==> src/rtl/ipc_pkg.sv <==
package ipc_pkg;
  localparam int NUM_SRC = 7;
  localparam int LVL_W   = 2;
  localparam int NUM_LVL = 1 << LVL_W;
  localparam int VEC_W   = 8;
  localparam logic [VEC_W-1:0] VEC_BASE   = 8'h03;
  localparam logic [VEC_W-1:0] VEC_STRIDE = 8'h08;

  typedef logic [LVL_W-1:0] lvl_t;

  // vector address from source index
  function automatic logic [VEC_W-1:0] vector_of(input int unsigned idx);
    return VEC_BASE + VEC_STRIDE * VEC_W'(idx);
  endfunction

  // clear the most significant set bit of an in-service mask
  function automatic logic [NUM_LVL-1:0] drop_top(input logic [NUM_LVL-1:0] m);
    logic [NUM_LVL-1:0] r;
    logic               done;
    r    = m;
    done = 1'b0;
    for (int l = NUM_LVL - 1; l >= 0; l--) begin
      if (!done && m[l]) begin
        r[l] = 1'b0;
        done = 1'b1;
      end
    end
    return r;
  endfunction
endpackage

==> src/rtl/ipc_level_map.sv <==
module ipc_level_map #(
  parameter int N_SRC = ipc_pkg::NUM_SRC
) (
  input  logic [N_SRC-1:0]           lo_bits,
  input  logic [N_SRC-1:0]           hi_bits,
  output ipc_pkg::lvl_t [N_SRC-1:0]  src_lvl
);
  for (genvar g = 0; g < N_SRC; g++) begin : g_map
    assign src_lvl[g] = {hi_bits[g], lo_bits[g]};
  end
endmodule

==> src/rtl/ipc_arbiter.sv <==
module ipc_arbiter #(
  parameter int N_SRC = ipc_pkg::NUM_SRC,
  localparam int IDX_W = $clog2(N_SRC)
) (
  input  logic [N_SRC-1:0]              req,
  input  logic [N_SRC-1:0]              en,
  input  logic                          glb_en,
  input  ipc_pkg::lvl_t [N_SRC-1:0]     src_lvl,
  input  logic [ipc_pkg::NUM_LVL-1:0]   busy_mask,
  output logic [N_SRC-1:0]              eligible,
  output logic                          win_vld,
  output logic [IDX_W-1:0]              win_idx,
  output ipc_pkg::lvl_t                 win_lvl
);
  // a source qualifies when no level at or above its own is in service
  for (genvar g = 0; g < N_SRC; g++) begin : g_elig
    assign eligible[g] = req[g] & en[g] & glb_en &
                         ((busy_mask >> src_lvl[g]) == '0);
  end

  // scan from the last index down; >= lets lower indices win ties
  always_comb begin
    win_vld = 1'b0;
    win_idx = '0;
    win_lvl = '0;
    for (int i = N_SRC - 1; i >= 0; i--) begin
      if (eligible[i] && (!win_vld || src_lvl[i] >= win_lvl)) begin
        win_vld = 1'b1;
        win_idx = IDX_W'(i);
        win_lvl = src_lvl[i];
      end
    end
  end
endmodule

==> src/rtl/ipc_inservice.sv <==
module ipc_inservice (
  input  logic                         clk,
  input  logic                         rst_n,
  input  logic                         set_en,
  input  ipc_pkg::lvl_t                set_lvl,
  input  logic                         clr_en,
  output logic [ipc_pkg::NUM_LVL-1:0]  busy_q,
  output logic [ipc_pkg::NUM_LVL-1:0]  busy_nx
);
  localparam int NL = ipc_pkg::NUM_LVL;

  logic [NL-1:0] after_clr;

  always_comb begin
    after_clr = clr_en ? ipc_pkg::drop_top(busy_q) : busy_q;
    busy_nx   = after_clr | (set_en ? (NL'(1) << set_lvl) : '0);
  end

  always_ff @(posedge clk or negedge rst_n) begin
    if (!rst_n) busy_q <= '0;
    else        busy_q <= busy_nx;
  end
endmodule

==> src/rtl/ipc_four_level.sv <==
module ipc_four_level #(
  parameter int N_SRC = ipc_pkg::NUM_SRC,
  localparam int IDX_W = $clog2(N_SRC),
  localparam int VW    = ipc_pkg::VEC_W,
  localparam int LW    = ipc_pkg::LVL_W,
  localparam int NL    = ipc_pkg::NUM_LVL
) (
  input  logic             clk,
  input  logic             rst_n,
  input  logic [N_SRC-1:0] irq_req,
  input  logic             glb_en,
  input  logic [N_SRC-1:0] src_en,
  input  logic [N_SRC-1:0] prio_lo,
  input  logic [N_SRC-1:0] prio_hi,
  input  logic             int_ack,
  input  logic             reti,
  output logic             int_pend,
  output logic [VW-1:0]    int_vec,
  output logic [LW-1:0]    int_lvl,
  output logic [NL-1:0]    inserv
);
  ipc_pkg::lvl_t [N_SRC-1:0] src_lvl;
  logic [N_SRC-1:0]          eligible;
  logic                      win_vld;
  logic [IDX_W-1:0]          win_idx;
  ipc_pkg::lvl_t             win_lvl;
  logic [NL-1:0]             busy_q, busy_nx;

  // named events for the checker
  logic ack_take;
  logic reti_take;

  assign ack_take  = int_ack & int_pend;
  assign reti_take = reti & (|busy_q);

  ipc_level_map #(.N_SRC(N_SRC)) u_map (
    .lo_bits (prio_lo),
    .hi_bits (prio_hi),
    .src_lvl (src_lvl)
  );

  ipc_inservice u_isr (
    .clk     (clk),
    .rst_n   (rst_n),
    .set_en  (ack_take),
    .set_lvl (int_lvl),
    .clr_en  (reti),
    .busy_q  (busy_q),
    .busy_nx (busy_nx)
  );

  // arbitration sees the mask as it will be after this edge
  ipc_arbiter #(.N_SRC(N_SRC)) u_arb (
    .req       (irq_req),
    .en        (src_en),
    .glb_en    (glb_en),
    .src_lvl   (src_lvl),
    .busy_mask (busy_nx),
    .eligible  (eligible),
    .win_vld   (win_vld),
    .win_idx   (win_idx),
    .win_lvl   (win_lvl)
  );

  always_ff @(posedge clk or negedge rst_n) begin
    if (!rst_n) begin
      int_pend <= 1'b0;
      int_vec  <= '0;
      int_lvl  <= '0;
    end else begin
      int_pend <= win_vld;
      int_vec  <= win_vld ? ipc_pkg::vector_of(32'(win_idx)) : '0;
      int_lvl  <= win_vld ? win_lvl : '0;
    end
  end

  assign inserv = busy_q;
endmodule

==> config.mk <==
export PLATFORM = sky130hd
export DESIGN_NAME = ipc_four_level
export DESIGN_NICKNAME = d
export VERILOG_FILES = /design/src/rtl/ipc_pkg.sv /design/src/rtl/ipc_level_map.sv /design/src/rtl/ipc_arbiter.sv /design/src/rtl/ipc_inservice.sv /design/src/rtl/ipc_four_level.sv
export SDC_FILE = /design/constraint.sdc
export NUM_CORES = 1
export LEC_CHECK = 0
export BUFFER_PORTS_ARGS = -buffer_cell sky130_fd_sc_hd__buf_2
export CAP_MARGIN = 20
export CORE_MARGIN = 10
export CORE_UTILIZATION = 46
export CTS_CLUSTER_SIZE = 24
export DETAILED_ROUTE_END_ITERATION = 8
export PLACE_DENSITY = 0.76
export SLEW_MARGIN = 20
export SYNTH_ARGS = -nofsm -noshare
export SYNTH_HDL_FRONTEND = slang
export SYNTH_HIERARCHICAL = 1
export SYNTH_SLANG_ARGS = --single-unit
==> constraint.sdc <==
create_clock -name clk -period 9.1 [get_ports clk]
set_input_delay 0.91 -clock clk [delete_from_list [all_inputs] [get_ports clk]]
set_output_delay 0.91 -clock clk [all_outputs]
set_load 0.01 [all_outputs]
## Word level (Yosys, flattened, before mapping)

Index checks and enable logic that the tools add are counted.

- Output and inout bits: 15
- Input port bits: 33
- Word-level logic and storage cells: 104
- Bits in registers: 14

- Bitwise gates (word level): 23
- $add $sub $neg: 1
- Magnitude comparators: 6
- Muxes and demuxes: 31
- Shift operators: 8
- Reductions and logical operators: 31

Operator list:

| kind | number |
|---|---|
| $logic_not 4->1 | 7 |
| $shr 4x2->4 | 7 |
| $and 1x1->1 | 22 |
| $mux 3 | 7 |
| $mux 2 | 8 |
| $mux 1 | 13 |
| $ge 2x2->1 | 6 |
| $logic_and 1x1->1 | 9 |
| $logic_not 1->1 | 9 |
| $mux 4 | 2 |
| $add 2x6->7 const A | 1 |
| $mux 7 | 1 |
| $logic_or 1x1->1 | 6 |
| $or 4x4->4 | 1 |
| $shl 1x2->4 const A | 1 |

## Longest topological paths before layout

- Word-level depth: 42
- Depth in mapped cells: 44

## Modules after synthesis

The synthesis kept the hierarchy.

By module, submodules not included:

| module | cells an instance | area an instance (sq um) | sequential area each (sq um) | instances |
|---|---|---|---|---|
| ipc_arbiter | 126 | 928.4 | 0.0 | 1 |
| ipc_four_level | 18 | 229.0 | 150.1 | 1 |
| ipc_inservice | 15 | 176.4 | 100.1 | 1 |
| ipc_level_map | 14 | 105.1 | 0.0 | 1 |

## Least setup slack after synthesis

OpenSTA, ideal clock, no wires.

- Kind: in2reg
- Start point: input reti
- End point: register int_vec[5]
- Path slack: 0.016 ns
- Required time: 9.034 ns
- Cell stages on the path: 41
- Library setup time: 0.066 ns
- Data arrival time: 9.018 ns
- Path through: or4b_1 a32o_1 and2b_1 o21bai_2 and3_1 ha_1 nand2b_1 a21o_1 or3_4 a32o_2 ha_1 inv_1 a21boi_0 o31ai_2 mux2_4 ha_1 nand2b_1 a21o_1 [5 not listed] a221o_2 a221oi_4 a31oi_1 ha_1 nand2b_1 a21oi_1 nor3_1 a41o_1 o21bai_1 o21ai_1 ha_1 nand2b_1 a21oi_1 nor3_1 a41o_1 or2_2 nor3_1 and2_1

- Longest elaborated chain between the ends: 32

Ends and longest elaborated chain:

| element | line | source |
|---|---|---|
| from (decl) | ipc_four_level.sv:16 | `input logic reti,` |
| $mux 4 * | ipc_inservice.sv:15 | `after_clr = clr_en ? ipc_pkg::drop_top(busy_q) : busy_q;` |
| $or 4x4->4 * | ipc_inservice.sv:16 | `busy_nx = after_clr \| (set_en ? (NL'(1) << set_lvl) : '0);` |
| named net busy_nx[0] | ipc_four_level.sv:27 | `logic [NL-1:0] busy_q, busy_nx;` |
| $shr 4x2->4 | ipc_arbiter.sv:18 | `((busy_mask >> src_lvl[g]) == '0);` |
| $logic_not 4->1 | ipc_arbiter.sv:18 |  |
| $and 1x1->1 | ipc_arbiter.sv:17 | `assign eligible[g] = req[g] & en[g] & glb_en &` |
| $mux 2 or $mux 1 (tied branches) | ipc_arbiter.sv:27 | `if (eligible[i] && (!win_vld \|\| src_lvl[i] >= win_lvl)) begin` |
| $ge 2x2->1 or $logic_not 1->1 (tied branches) | ipc_arbiter.sv:27 |  |
| [18 not listed] | -- |  |
| $mux 2 or $mux 1 (tied branches) | ipc_arbiter.sv:27 |  |
| $ge 2x2->1 or $logic_not 1->1 (tied branches) | ipc_arbiter.sv:27 |  |
| $logic_or 1x1->1 | ipc_arbiter.sv:27 |  |
| $logic_and 1x1->1 | ipc_arbiter.sv:27 |  |
| $mux 3 * | ipc_arbiter.sv:27 |  |
| named net win_idx[2] | ipc_four_level.sv:25 | `logic [IDX_W-1:0] win_idx;` |
| $add 2x6->7 * | ipc_pkg.sv:13 | `return VEC_BASE + VEC_STRIDE * VEC_W'(idx);` |
| $mux 7 * | ipc_four_level.sv:72 | `int_vec <= win_vld ? ipc_pkg::vector_of(32'(win_idx)) : '0;` |
| to (signal assigned) | ipc_four_level.sv:72 |  |
| to (decl) | ipc_four_level.sv:18 | `output logic [VW-1:0] int_vec,` |

The timed path passes the listed nets; every way through them passes the cells marked *.

## Final worst setup path

Ends and elaborated chain as after synthesis.

==> impl_results.html <==
<table>
<tr><th>Metric</th><th>Value</th></tr>
<tr><th colspan="2">Outcome</th></tr>
<tr><td>Status</td><td>finished clean</td></tr>
<tr><th colspan="2">CTS</th></tr>
<tr><td>H-tree depth reported by CTS</td><td>1</td></tr>
<tr><td>Clk sinks</td><td>10</td></tr>
<tr><td>Root cell of the clock tree</td><td>clkbuf_4</td></tr>
<tr><td>Number of buffers added by the clock tree synthesis step</td><td>3</td></tr>
<tr><td>Clock tree from TritonCTS</td><td>done</td></tr>
<tr><td>Clk_lat worst skew</td><td>0.25 ns</td></tr>
<tr><td>Clock transition at the registers of the reported paths</td><td>0.06 ns</td></tr>
<tr><td>Deepest clock path buffer count</td><td>2</td></tr>
<tr><th colspan="2">Final layout</th></tr>
<tr><td>Final Cell Area</td><td>1930 um2</td></tr>
<tr><td>Number of nets in the finished design</td><td>271</td></tr>
<tr><td>Area grow syn2layout</td><td>34.5%</td></tr>
<tr><td>Fraction of layout instances using a drive strength above 1</td><td>0.500</td></tr>
<tr><td>Antenna diode count</td><td>0</td></tr>
<tr><th colspan="2">Power</th></tr>
<tr><td>Internal power summed over all cells</td><td>151 uW</td></tr>
<tr><td>Power density over the cells</td><td>130 nW/um2</td></tr>
<tr><td>Part of the power in combinational logic</td><td>0.656</td></tr>
<tr><td>Fraction of power consumed by sequential logic</td><td>0.237</td></tr>
<tr><td>Switching portion of total power</td><td>0.399</td></tr>
<tr><td>Static power due to leakage</td><td>0.967 nW</td></tr>
<tr><td>Switch Pwr</td><td>100 uW</td></tr>
<tr><td>Maximum ir drop on the vdd rail</td><td>48.8 uV</td></tr>
<tr><td>Clk pwr share</td><td>0.107</td></tr>
<tr><th colspan="2">Floorplan</th></tr>
<tr><td>Number of placement rows</td><td>20</td></tr>
<tr><td>Die Span X</td><td>75.9 um</td></tr>
<tr><td>Die extent in y</td><td>75.9 um</td></tr>
<tr><td>Area of the core region</td><td>3030 um2</td></tr>
<tr><td>Die Footprint</td><td>5750 um2</td></tr>
<tr><td>Boundary Pins</td><td>48</td></tr>
<tr><td>Initial core utilization</td><td>0.474</td></tr>
<tr><th colspan="2">Yosys</th></tr>
<tr><td>Synth Cell Area</td><td>1440 um2</td></tr>
<tr><td>Mean instance size in the synthesized netlist</td><td>8.34 um2</td></tr>
<tr><td>Count of mapped cells out of synthesis</td><td>172</td></tr>
<tr><td>Synth warnings</td><td>6</td></tr>
<tr><th colspan="2">Worst hold path</th></tr>
<tr><td>Class of the worst hold path</td><td>in -&gt; async</td></tr>
<tr><th colspan="2">Routing</th></tr>
<tr><td>Drt initial violations</td><td>67</td></tr>
<tr><td>Total wire length</td><td>4200 um</td></tr>
<tr><td>Drt pass-1 iters</td><td>4</td></tr>
<tr><td>Mean number of vias per cell</td><td>5.42</td></tr>
<tr><td>Remaining DRCs</td><td>0</td></tr>
<tr><td>Total number of vias</td><td>1452</td></tr>
<tr><td>Routed wirelength normalized by instance count</td><td>15.7 um</td></tr>
<tr><td>Number of routed nets with antenna violations</td><td>0</td></tr>
<tr><th colspan="2">Global routing</th></tr>
<tr><td>Global-route met3 utilization</td><td>0.0234</td></tr>
<tr><td>Wire length of the first global-routing pass</td><td>6020 um</td></tr>
<tr><td>Number of antenna violations at the first check in global routing</td><td>0</td></tr>
<tr><td>Global-route congestion overflow total</td><td>0</td></tr>
<tr><td>Peak-usage layer in the global routing report</td><td>met2</td></tr>
<tr><td>Met1 global-route usage</td><td>0.158</td></tr>
<tr><td>Number of global-route vias before repair</td><td>1403</td></tr>
<tr><td>Met2 track utilization from global routing</td><td>0.225</td></tr>
<tr><td>Largest net degree at the start of global routing</td><td>11</td></tr>
<tr><td>Combined global-route utilization of all metal layers</td><td>0.128</td></tr>
<tr><th colspan="2">Setup path</th></tr>
<tr><td>Required time at the endpoint of the critical path</td><td>9.29 ns</td></tr>
<tr><td>R2R Path End</td><td>int_vec[5]</td></tr>
<tr><td>Highest cell delay on the worst timing path</td><td>0.44 ns</td></tr>
<tr><td>Number of cells on the worst reg-to-reg path</td><td>42</td></tr>
<tr><td>Top cell by count, worst path</td><td>ha_1</td></tr>
<tr><td>Slowest-stage cell, CP</td><td>or4b_1</td></tr>
<tr><td>CP Capture Type</td><td>flip-flop</td></tr>
<tr><td>Type of origin of the critical path</td><td>input port</td></tr>
<tr><td>Arrival time of data at the critical path endpoint</td><td>9.09 ns</td></tr>
<tr><td>Launching point of the worst reg2reg path</td><td>u_isr/busy_q[3]</td></tr>
<tr><td>Crit-path max FO</td><td>7</td></tr>
<tr><td>Worst reg2reg setup slack</td><td>0.43 ns</td></tr>
<tr><td>Kind of critical path</td><td>in -&gt; reg</td></tr>
<tr><th colspan="2">STA</th></tr>
<tr><td>Hold Vio Cnt, Final</td><td>0</td></tr>
<tr><td>Tightest Pin Transition</td><td>1.06 ns</td></tr>
<tr><td>Final period demand of the worst path</td><td>8.90 ns</td></tr>
<tr><td>Number of max-slew violations in the final report</td><td>0</td></tr>
<tr><td>Max Clk Rate</td><td>112 MHz</td></tr>
<tr><td>Worst Setup Slack, final</td><td>0.195 ns</td></tr>
<tr><td>Final period util</td><td>0.979</td></tr>
<tr><td>Fin Clk Skew</td><td>0.00361 ns</td></tr>
<tr><td>Final setup violating endpoints</td><td>0</td></tr>
<tr><td>Remaining max-slew budget at the tightest pin</td><td>0.296</td></tr>
<tr><th colspan="2">Placement</th></tr>
<tr><td>Setup Slack @ Placement</td><td>-0.132 ns</td></tr>
<tr><td>Last weighted congestion value of the routability-driven placer</td><td>0.859</td></tr>
<tr><td>Number of input and output port buffers inserted</td><td>44</td></tr>
<tr><td>Total cell area at the placement stage</td><td>1650 um2</td></tr>
<tr><td>Dpl hpwl</td><td>3010 um</td></tr>
<tr><th colspan="2">Job</th></tr>
<tr><td>Reported max-cap violation count</td><td>0</td></tr>
</table>
==> routing by layer <==
| metal | up-vias | share of wire | wire [um] |
|---|---|---|---|
| li1 | 712 | - | - |
| met1 | 696 | 0.42 | 1760 |
| met2 | 44 | 0.51 | 2140 |
| met3 | 0 | 0.071 | 299 |
| met4 | 0 | 0 | 0 |
| met5 | - | 0 | 0 |
==> timing repair <==
| item | 4_1_cts | 5_1_grt |
|---|---|---|
| resized for setup | 0 | 33 |
| hold buffers | 0 | 0 |
| setup buffers | 0 | 12 |
| endpoints found under the setup margin | 0 | 5 |
==> placed cells by master (no fill, tap or decap), drive strengths merged, types with 3 or more instances in the layout <==
master	count
buf	68
nand2	20
inv	14
ha	12
nand2b	11
dfrtp	10
and2	9
a21o	6
a21oi	5
a211oi	5
o21ai	5
o21bai	5
a32o	4
conb	3
clkbuf	3
a22oi	3
a211o	3
nor2	3
nor3	3
o31ai	3
==> through the flow <==
| stage | std cells | hold WS, ns | utilization | setup TNS (ns) | power [mW] |
|---|---|---|---|---|---|
| floorplan | 174 | 0.576 | - | 0 | 0.152 |
| global placement | 253 | 0.609 | 0.545 | 0 | 0.189 |
| detailed placement | 253 | 0.620 | 0.545 | -0.288 | 0.192 |
| CTS | 256 | 0.509 | 0.552 | 0 | 0.219 |
| global route | 268 | 0.519 | 0.638 | -0.266 | 0.271 |
| finish | 268 | 0.511 | 0.638 | 0 | 0.252 |
==> worst max-delay path, delay by kind of cell <==
family,cells,cell delay [ns]
compound gates,17,3.34
fa+ha+maj,6,1.50
buf+inv,3,0.38
mux,1,0.34
simple gates,16,2.57
==> cell type report <==
| class | count | area [um2] |
|---|---|---|
| multi-input cells | 129 | 1130 |
| fillers | 257 | 1100 |
| repair buffers | 68 | 418 |
| flip-flops and latches | 10 | 250 |
| well taps | 44 | 55.1 |
| inverters | 14 | 52.6 |
| clock buffers | 3 | 22.5 |
==> power groups by stage <==
| stage | sequential [mW] | combinational, mW | clock [mW] |
|---|---|---|---|
| floorplan | 0.0641 | 0.0882 | 0 |
| global placement | 0.0599 | 0.129 | 0 |
| detailed placement | 0.0605 | 0.131 | 0 |
| CTS | 0.0597 | 0.132 | 0.0281 |
| global route | 0.0610 | 0.179 | 0.0304 |
| finish | 0.0597 | 0.165 | 0.0269 |
==> how the worst max path moves through the flow <==
stage | startpoint | endpoint | slack [ns] | cells past startpoint
5_1_grt | reti | int_vec[4] | -0.09 | 42
6_report | reti | int_vec[5] | 0.20 | 43
3_5_place_dp | reti | int_vec[5] | -0.13 | 42
3_3_place_gp | reti | int_vec[5] | 0.03 | 42
2_1_floorplan | reti | int_vec[5] | 0.02 | 41
4_1_cts | reti | int_vec[5] | 0.12 | 42
==> registers in the layout, indices dropped and copies added, names as in the netlist <==
register / cells
int_vec: 4
int_lvl: 2
u_isr/busy_q: 4
(Power assumes the default switching activity.)
